--- config.mk ---
export PLATFORM = sky130hd
export DESIGN_NAME = drive_cmd_ctrl
export DESIGN_NICKNAME = d
export VERILOG_FILES = /design/src/rtl/dpc_pkg.sv /design/src/rtl/dpc_pulse_qual.sv /design/src/rtl/dpc_budget.sv /design/src/rtl/dpc_dir_track.sv /design/src/rtl/drive_cmd_ctrl.sv
export SDC_FILE = /design/constraint.sdc
export NUM_CORES = 1
export LEC_CHECK = 0
export ABC_AREA = 1
export BUFFER_PORTS_ARGS = -buffer_cell sky130_fd_sc_hd__buf_2
export CORE_ASPECT_RATIO = 1.75
export CORE_MARGIN = 4
export CORE_UTILIZATION = 29
export CTS_CLUSTER_SIZE = 8
export DETAILED_ROUTE_END_ITERATION = 10
export PLACE_DENSITY_LB_ADDON = 0.15
export SLEW_MARGIN = 20
export SYNTH_ARGS = -nofsm -noshare
export SYNTH_HDL_FRONTEND = slang
export SYNTH_SLANG_ARGS = --single-unit
--- constraint.sdc ---
create_clock -name clk -period 3.8 [get_ports clk]
set_input_delay 0.38 -clock clk [delete_from_list [all_inputs] [get_ports clk]]
set_output_delay 0.38 -clock clk [all_outputs]
set_load 0.1 [all_outputs]
--- src/rtl/dpc_pkg.sv ---
package dpc_pkg;

  typedef enum logic {
    DIR_INF   = 1'b0,
    DIR_MACRO = 1'b1
  } dir_e;

  // Next remaining-cycle count: add a burst on accept, take one per
  // consumed cycle, clip at the ceiling instead of wrapping.
  function automatic int unsigned budget_next(
    input int unsigned rem,
    input logic        add,
    input logic        dec,
    input int unsigned burst,
    input int unsigned maxv
  );
    int unsigned s;
    s = rem + (add ? burst : 0);
    if (dec && s != 0) s = s - 1;
    if (s > maxv) s = maxv;
    return s;
  endfunction

endpackage

--- src/rtl/dpc_pulse_qual.sv ---
module dpc_pulse_qual #(
  parameter int QUAL = 96
) (
  input  logic clk,
  input  logic rst_n,
  input  logic tick,
  input  logic clear,
  input  logic drive_in,
  output logic accept
);
  localparam int CW = $clog2(QUAL + 1);
  localparam logic [CW-1:0] LAST = CW'(QUAL - 1);
  localparam logic [CW-1:0] FULL = CW'(QUAL);

  logic          drv_m, drv_q;
  logic          lvl_q;
  logic [CW-1:0] len_q;
  logic          hi_ok_q;
  logic          same_lvl;
  logic          hi_reach;

  always_ff @(posedge clk) begin
    if (!rst_n) begin
      drv_m <= 1'b0;
      drv_q <= 1'b0;
    end else begin
      drv_m <= drive_in;
      drv_q <= drv_m;
    end
  end

  assign same_lvl = (drv_q == lvl_q);
  assign hi_reach = tick && !clear && drv_q && same_lvl && (len_q == LAST);
  assign accept   = tick && !clear && !drv_q && same_lvl && (len_q == LAST) && hi_ok_q;

  always_ff @(posedge clk) begin
    if (!rst_n || clear) begin
      lvl_q   <= 1'b0;
      len_q   <= '0;
      hi_ok_q <= 1'b0;
    end else if (tick) begin
      if (!same_lvl) begin
        lvl_q <= drv_q;
        len_q <= CW'(1);
      end else if (len_q < FULL) begin
        len_q <= len_q + CW'(1);
      end
      if (hi_reach)    hi_ok_q <= 1'b1;
      else if (accept) hi_ok_q <= 1'b0;
    end
  end

endmodule

--- src/rtl/dpc_budget.sv ---
module dpc_budget #(
  parameter int BURST = 140,
  parameter int CNT_W = 10
) (
  input  logic             clk,
  input  logic             rst_n,
  input  logic             clear,
  input  logic             accept,
  input  logic             dec,
  output logic [CNT_W-1:0] rem_q
);
  import dpc_pkg::*;

  localparam int unsigned MAXV = (1 << CNT_W) - 1;

  logic [CNT_W-1:0] rem_d;

  assign rem_d = CNT_W'(budget_next(32'(rem_q), accept, dec, BURST, MAXV));

  always_ff @(posedge clk) begin
    if (!rst_n || clear) rem_q <= '0;
    else                 rem_q <= rem_d;
  end

endmodule

--- src/rtl/dpc_dir_track.sv ---
module dpc_dir_track (
  input  logic          clk,
  input  logic          rst_n,
  input  logic          dir_in,
  output dpc_pkg::dir_e dir_s,
  output dpc_pkg::dir_e dir_q,
  output logic          mismatch
);
  import dpc_pkg::*;

  always_ff @(posedge clk) begin
    if (!rst_n) begin
      dir_s <= DIR_INF;
      dir_q <= DIR_INF;
    end else begin
      dir_s <= dir_in ? DIR_MACRO : DIR_INF;
      dir_q <= dir_s;
    end
  end

  assign mismatch = (dir_s != dir_q);

endmodule

--- src/rtl/drive_cmd_ctrl.sv ---
module drive_cmd_ctrl #(
  parameter int QUAL  = 96,
  parameter int BURST = 140,
  parameter int CNT_W = 10
) (
  input  logic clk,
  input  logic rst_n,
  input  logic tick,
  input  logic en,
  input  logic init_done,
  input  logic drive_in,
  input  logic dir_in,
  input  logic cycle_done,
  output logic run,
  output logic dir_out,
  output logic busy
);
  import dpc_pkg::*;

  logic             en_ok;
  logic             accept;
  logic             dec;
  logic             abort;
  logic             busy_raw;
  logic             mismatch;
  logic             clear;
  logic [CNT_W-1:0] rem_q;
  dir_e             dir_s;
  dir_e             dir_q;

  assign en_ok = en && init_done;

  dpc_pulse_qual #(.QUAL(QUAL)) u_qual (
    .clk      (clk),
    .rst_n    (rst_n),
    .tick     (tick),
    .clear    (!en_ok),
    .drive_in (drive_in),
    .accept   (accept)
  );

  dpc_dir_track u_dir (
    .clk      (clk),
    .rst_n    (rst_n),
    .dir_in   (dir_in),
    .dir_s    (dir_s),
    .dir_q    (dir_q),
    .mismatch (mismatch)
  );

  assign busy_raw = (rem_q != '0);
  assign abort    = busy_raw && en_ok && mismatch;
  assign clear    = !en_ok || abort;
  assign busy     = busy_raw && en_ok && !mismatch;
  assign run      = busy;
  assign dec      = cycle_done && run;
  assign dir_out  = dir_q;

  dpc_budget #(.BURST(BURST), .CNT_W(CNT_W)) u_budget (
    .clk    (clk),
    .rst_n  (rst_n),
    .clear  (clear),
    .accept (accept && !abort),
    .dec    (dec),
    .rem_q  (rem_q)
  );

endmodule

==> results of run 1 <==
==> area by class of cell <==
class	count	share of cell area (%)
clock buffer	3	2.09
sequential	23	23.5
tap	76	4.82
multi-input combinational	200	55.8
clock inverter	1	0.254
timing repair buffer	20	6.35
inverter	38	7.23
==> routing by layer <==
| metal | part of all wire [%] | wire (µm) |
|---|---|---|
| met1 | 35 | 1530 |
| met5 | 0 | 0 |
| met2 | 58 | 2510 |
| met3 | 2.4 | 103 |
| met4 | 4.4 | 189 |
==> power by group <==
group	leakage [µW]	internal, µW	switching [µW]	total (µW)
Combinational	0.000780	6.30	15.6	21.9
Sequential	0.000187	243	1.53	245
Clock	0.0000255	73.0	74.4	147
==> repair_timing <==
action | in CTS | in global routing
gates resized for setup | 0 | 13
setup buffers | 0 | 3
setup endpoints to repair | 0 | 10
==> sequential cells by signal (all words and copies together) (netlist names) <==
signal	cells
u_budget.rem_q	10
u_dir.dir_q	1
u_dir.dir_s	1
u_qual.drv_m	1
u_qual.drv_q	1
u_qual.hi_ok_q	1
u_qual.len_q	7
u_qual.lvl_q	1
==> worst min-delay path: stages <==
cell	delay (ns)
buf_2	0.07
nand2_1	0.04
inv_1	0.04
==> metrics by stage <==
step | cell area [µm²] | setup WS, ns | TNS, ns
floorplan | 1710 | 0.0157 | 0
global placement | 1870 | 0.270 | 0
detailed placement | 1870 | 0.176 | 0
CTS | 1920 | 0.138 | 0
global route | 1970 | -0.0432 | -0.206
finish | 1970 | 0.393 | 0
==> cell families after synthesis <==
kind of cell | count (synthesis) | synth area share, %
buf+inv | 42 | 10.2
simple gates | 163 | 45.5
xor+xnor | 8 | 4.55
fa+ha+maj | 7 | 5.57
flops | 23 | 27.0
compound gates | 22 | 7.18
==> cell usage in the layout, fill, tap and decap left out, types with 2 or more instances in the layout <==
master and count:
nand3b_2 2, nor2_1 24, nor2_2 3, o21ai_0 5, dfxtp_1 21, xnor2_1 3
inv_2 3, nor3_1 2, xor2_1 4, clkbuf_8 3, a31oi_1 2, dfxtp_2 2
inv_1 34, nand4_1 3, nor2_4 3, nand3_1 30, nor3_2 2, a21oi_1 13
buf_2 10, nand2_2 8, buf_4 10, nand2_1 79, ha_1 5
==> path summary, 6_finish.rpt <==
check	start	end	slack, ns
hold reg to reg	u_qual.drv_m$_SDFF_PN0_	u_qual.drv_q$_SDFF_PN0_	0.42
setup / recovery	u_qual.len_q[0]$_SDFFE_PP0P_	u_budget.rem_q[3]$_SDFF_PP0_	0.39
hold / removal	dir_in	u_dir.dir_s$_SDFF_PN0_	0.30
setup reg to reg	u_qual.len_q[0]$_SDFFE_PP0P_	u_budget.rem_q[3]$_SDFF_PP0_	0.39
==> summary.md, run 1 <==
| Metric | Value |
|---|---|
| Share of the synthesized area in the top cell type | 27.0% |
| Drt wl/cell | 12.0 µm |
| Number of library cell types mapped by synthesis | 31 |
| Final ANT Viol Nets | 0 |
| Top post-synthesis cells by area | dfxtp_1 27%, nand2_1 18%, nand3_1 9.1%, inv_1 8.1%, nor2_1 5.7% |
| Met3 Use GR | 1.23% |
| Die X | 66.0 µm |
| Layout cells sized above 1 | 19.6% |
| Total power | 414 µW |
| Critical Path Sink Type | flip-flop |
| Drt via density | 4.63 |
| Max-slew headroom | 58.0% |
| Clock sink total | 23 |
| CP top delay family | simple AND/OR/NAND/NOR gates |
| Met2 usage | 26.4% |
| Synth Warn # | 0 |
| Synthesized Nets | 280 |
| Critical path depth | 27 |
| Worst r2r path cells | 27 |
| Clk buf depth | 2 |
| CP Launch Type | flip-flop |
| Placed Cells | 354 |
| Worst Skew | 0.00349 ns |
| Total track usage | 12.9% |
| Flip-flop and latch area | 463 µm² |
| Worst Path Max Fanout | 7 |
| Top Usage Layer GRT | met2 |
| Mapped Cells | 265 |
| Die Height | 109 µm |
| Ys async rst share | 0% |
| Starting Density | 30.3% |
| Most common cell in the netlist | nand2_1 |
| Pre-antenna DRT Iters | 4 |
| Final Hold Fails | 0 |
| Max cap viols | 0 |
| Critical path's most frequent cell | nand2_1 |
| Final Util | 35.0% |
| Final hold slack | 0.298 ns |
| EDFF count, synth | 0 |
| Tcrit/Tclk final | 89.7% |
| Hold-fix buffers, CTS | 0 |
| Worst skew pair latency | 0.26 ns |
| Final #Nets | 301 |
| Actual slew at the worst max-slew pin | 0.628 ns |
| Finish-stage setup viols | 0 |
| CP max stage delay | 0.35 ns |
| Sequential element share of the synthesized area | 27.0% |
| First-pass GRT wire length | 7310 µm |
| Met1 Track Usage GR | 12.4% |
| I/O pin total | 11 |
| Syn_area_per_cell | 6.44 µm² |
| Fmax | 0.294 GHz |
| CTS tree | yes |
| Required @ worst endpoint | 3.94 ns |
| Syn Std Cell Area | 1710 µm² |
| Initial antenna violation count | 0 |
| Post-DP HPWL | 3660 µm |
| Clk pin slew, worst setup/hold paths | 0.08 ns |
| Post-synth top area cell | dfxtp_1 |
| Crit path DAT | 3.54 ns |
| DR vias | 1,672 |
| Multi-input logic area | 1100 µm² |
| Clock H-tree levels | 1 |
| DRC Markers | 0 |
| Inserted Clock Buffers | 3 |
| Leak | 0.000993 µW |
| Final Max Slew Viols | 0 |
| IO buf count | 10 |
| Status | completed |
| Fill cell count | 626 |
| Worst Hold Path Cells | 3 |
| Worst path bufs/invs | 6 |
| Initial DRC Count | 79 |
| Register bit total from synthesis | 23 |
| Root Driver | clkbuf_8 |
| Die footprint | 7220 µm² |
| Placer congestion estimate | 0.840 |
| Minimum clock period | 3.41 ns |
| Vias in the first global route | 1,658 |
| Final wirelength | 4340 µm |
| VDD IR-drop max | 190 µV |
| Rows | 36 |
| Post-synth top cells | 80 x nand2_1, 37 x inv_1, 31 x nand3_1 |
| Area Overhead vs Synth | 15.5% |
| Final cell count without fillers | 361 |
| Gr ovfl total | 0 |
| Ys flop type | dfxtp_1 |
| Largest net degree at the start of global routing | 14 |
| # diodes | 0 |
| CP Class | reg2reg |
| Core area | 5630 µm² |
| Hold Path Class | in2reg |
| Pwr dens | 210 nW/µm² |
| Slowest stage cell, crit path | dfxtp_2 |
Power figures use the tool's default switching activity.
==> run 2, diff against run 1 <==
- CAP_MARGIN: unset -> 10
- CORE_UTILIZATION: 29 -> 41
==> run 2 against run 1 <==
Register-to-register slack lost 0.03 ns. Critical path type unchanged. Combinational power is essentially flat. Final cell count shrank 8.6%. Highest routed layer unchanged. Largest power group unchanged. Clock skew shrank 0.0017 ns. Critical endpoint is now u_budget.rem_q[7]$_SDFF_PP0_. Maximum frequency shrank 0.95%.
==> summary.md, run 2 (synthesis gave the netlist of run 1 again) <==
| Metric | Value |
|---|---|
| Post-DP HPWL | 3470 µm (-5.3%) |
| Area Overhead vs Synth | 12.1% |
| Actual slew at the worst max-slew pin | 0.618 ns (-0.0105 ns) |
| Finish-stage setup viols | 0 (unchanged) |
| Leak | 0.000974 µW (-1.8%) |
| Drt via density | 5.01 (+8.2%) |
| Die X | 56.8 µm (-14%) |
| DRC Markers | 0 (unchanged) |
| # diodes | 0 (unchanged) |
| IO buf count | 10 (unchanged) |
| Placer congestion estimate | 0.776 (-7.7%) |
| Initial antenna violation count | 0 (unchanged) |
| Final #Nets | 298 (-1.0%) |
| Die footprint | 5300 µm² (-27%) |
| Worst skew pair latency | 0.26 ns (about the same) |
| Minimum clock period | 3.44 ns (+0.0327 ns) |
| Layout cells sized above 1 | 17.0% (-2.6 points) |
| Max-slew headroom | 58.7% (+0.70 points) |
| Clk buf depth | 2 (unchanged) |
| Worst Path Max Fanout | 7 (unchanged) |
| Starting Density | 43.3% (+13 points) |
| Critical path's most frequent cell | inv_1 |
| Clock H-tree levels | 1 (unchanged) |
| Core area | 3940 µm² (-30%) |
| Final wirelength | 4160 µm (-4.1%) |
| Final Max Slew Viols | 0 (unchanged) |
| CP max stage delay | 0.47 ns (+0.12 ns) |
| Final cell count without fillers | 330 (-8.6%) |
| CTS tree | yes |
| CP Launch Type | flip-flop |
| CP Class | reg2reg |
| Initial DRC Count | 38 (-52%) |
| Vias in the first global route | 1,642 (-0.97%) |
| Pre-antenna DRT Iters | 4 (unchanged) |
| Setup TNS | 0 ns (unchanged) |
| VDD IR-drop max | 208 µV (+9.6%) |
| Worst Skew | 0.00180 ns (-0.00168 ns) |
| Max reg flops | 10 (unchanged) |
| Crit path DAT | 3.58 ns (+0.04 ns) |
| Worst path cell trace | ha_1 -> nand2_1 -> inv_1 -> nand3_1 -> inv_1 -> nand4_1 -> nor3_2 -> nand3_1 -> inv_2 -> ha_4 -> fa_2 -> inv_2 -> nand3_2 -> nor2_1 -> nand2_1 -> nor3_1 -> ha_1 -> inv_1 -> nor2_1 -> inv_1 -> nor2_2 -> nor2_4 -> nor2_4 -> a21oi_1 |
| Clk pin slew, worst setup/hold paths | 0.08 ns (about the same) |
| DR vias | 1,653 (-1.1%) |
| Root Driver | clkbuf_8 |
| Tcrit/Tclk final | 90.5% (+0.86 points) |
| Max cap viols | 0 (unchanged) |
| Most flops, register | u_budget.rem_q |
| Drt wl/cell | 12.6 µm (+4.9%) |
| Placed Cells | 325 (-8.2%) |
| Inserted Clock Buffers | 3 (unchanged) |
| Slowest stage cell, crit path | fa_2 |
| I/O pin total | 11 (unchanged) |
| Clock sink total | 23 (unchanged) |
| Final Hold Fails | 0 (unchanged) |
| Final ANT Viol Nets | 0 (unchanged) |
| Die Height | 93.4 µm (-15%) |
| First-pass GRT wire length | 7090 µm (-3.0%) |
| CP top delay family | simple AND/OR/NAND/NOR gates |
| Required @ worst endpoint | 3.94 ns (about the same) |
| Total power | 417 µW (+0.76%) |
| Pwr dens | 218 nW/µm² (+3.9%) |
| Largest net degree at the start of global routing | 13 (-1) |
| Critical Path Sink Type | flip-flop |
| Rows | 30 (-17%) |
| Commonest non-fill, non-tap cell in the layout | nand2_1 |
| RSZ-0062 raised after global routing | false |
| Fmax | 0.291 GHz (-0.95%) |
| Gr ovfl total | 0 (unchanged) |
| Final hold slack | 0.292 ns (-0.00587 ns) |
| Total track usage | 16.8% (+3.9 points) |
| Hold Path Class | in2reg |
| Largest registers | u_budget.rem_q: 10 flops, u_qual.len_q: 7 flops |
| Worst path bufs/invs | 6 (unchanged) |
| Commonest non-fill, non-tap cells in the layout | 80 x nand2_1, 35 x inv_1, 30 x nand3_1 |
| Status | completed |
[run 2: tightest hold or removal path, cell delays in order]
cell	delay [ns]
buf_2	0.07
nand2_1	0.04
inv_1	0.04
[run 2: routing by layer]
metal  global-route usage (%)  part of all wire [%]  up-vias
met4                     6.19                   1.8        0
met2                     35.6                    61       18
li1                         -                     -      868
met5                        0                     0        -
met1                     15.6                    35      759
met3                     1.38                   1.4        8
[run 2: final timing paths]
path / startpoint / end / slack (ns) / depth (start not counted)
setup / recovery: u_qual.len_q[0]$_SDFFE_PP0P_ / u_budget.rem_q[7]$_SDFF_PP0_ / 0.36 / 24
hold / removal: dir_in / u_dir.dir_s$_SDFF_PN0_ / 0.29 / 3
setup reg to reg: u_qual.len_q[0]$_SDFFE_PP0P_ / u_budget.rem_q[7]$_SDFF_PP0_ / 0.36 / 24
hold reg to reg: u_qual.drv_m$_SDFF_PN0_ / u_qual.drv_q$_SDFF_PN0_ / 0.42 / 2
[run 2: report_power, final]
| part | internal [µW] | switching, µW |
|---|---|---|
| clock | 74.8 | 75.8 |
| sequential | 243 | 1.53 |
| combinational | 6.30 | 15.5 |
[run 2: metrics by stage]
step | setup WS, ns | utilization, % | area [µm²]
final | 0.361 | 48.5 | 1910
after global routing | 0.00289 | 48.5 | 1910
after CTS | 0.0781 | 47.6 | 1880
after detailed placement | 0.106 | 46.4 | 1830
after global placement | 0.184 | 46.4 | 1830
after floorplan | 0.0157 | - | 1710
[run 2: layout make-up]
cell class | instances | area, µm²
Inverter | 38 | 143
Sequential cell | 23 | 463
Timing Repair Buffer | 17 | 103
Multi-Input combinational cell | 200 | 1100
Fill cell | 452 | 2030
Clock buffer | 4 | 45.0
Tap cell | 48 | 60.1
[run 2: what timing repair did]
item,4_1_cts,5_1_grt
setup buffers,0,1
endpoints found under the setup margin,0,10
hold buffers,0,0
gates resized for setup,0,10
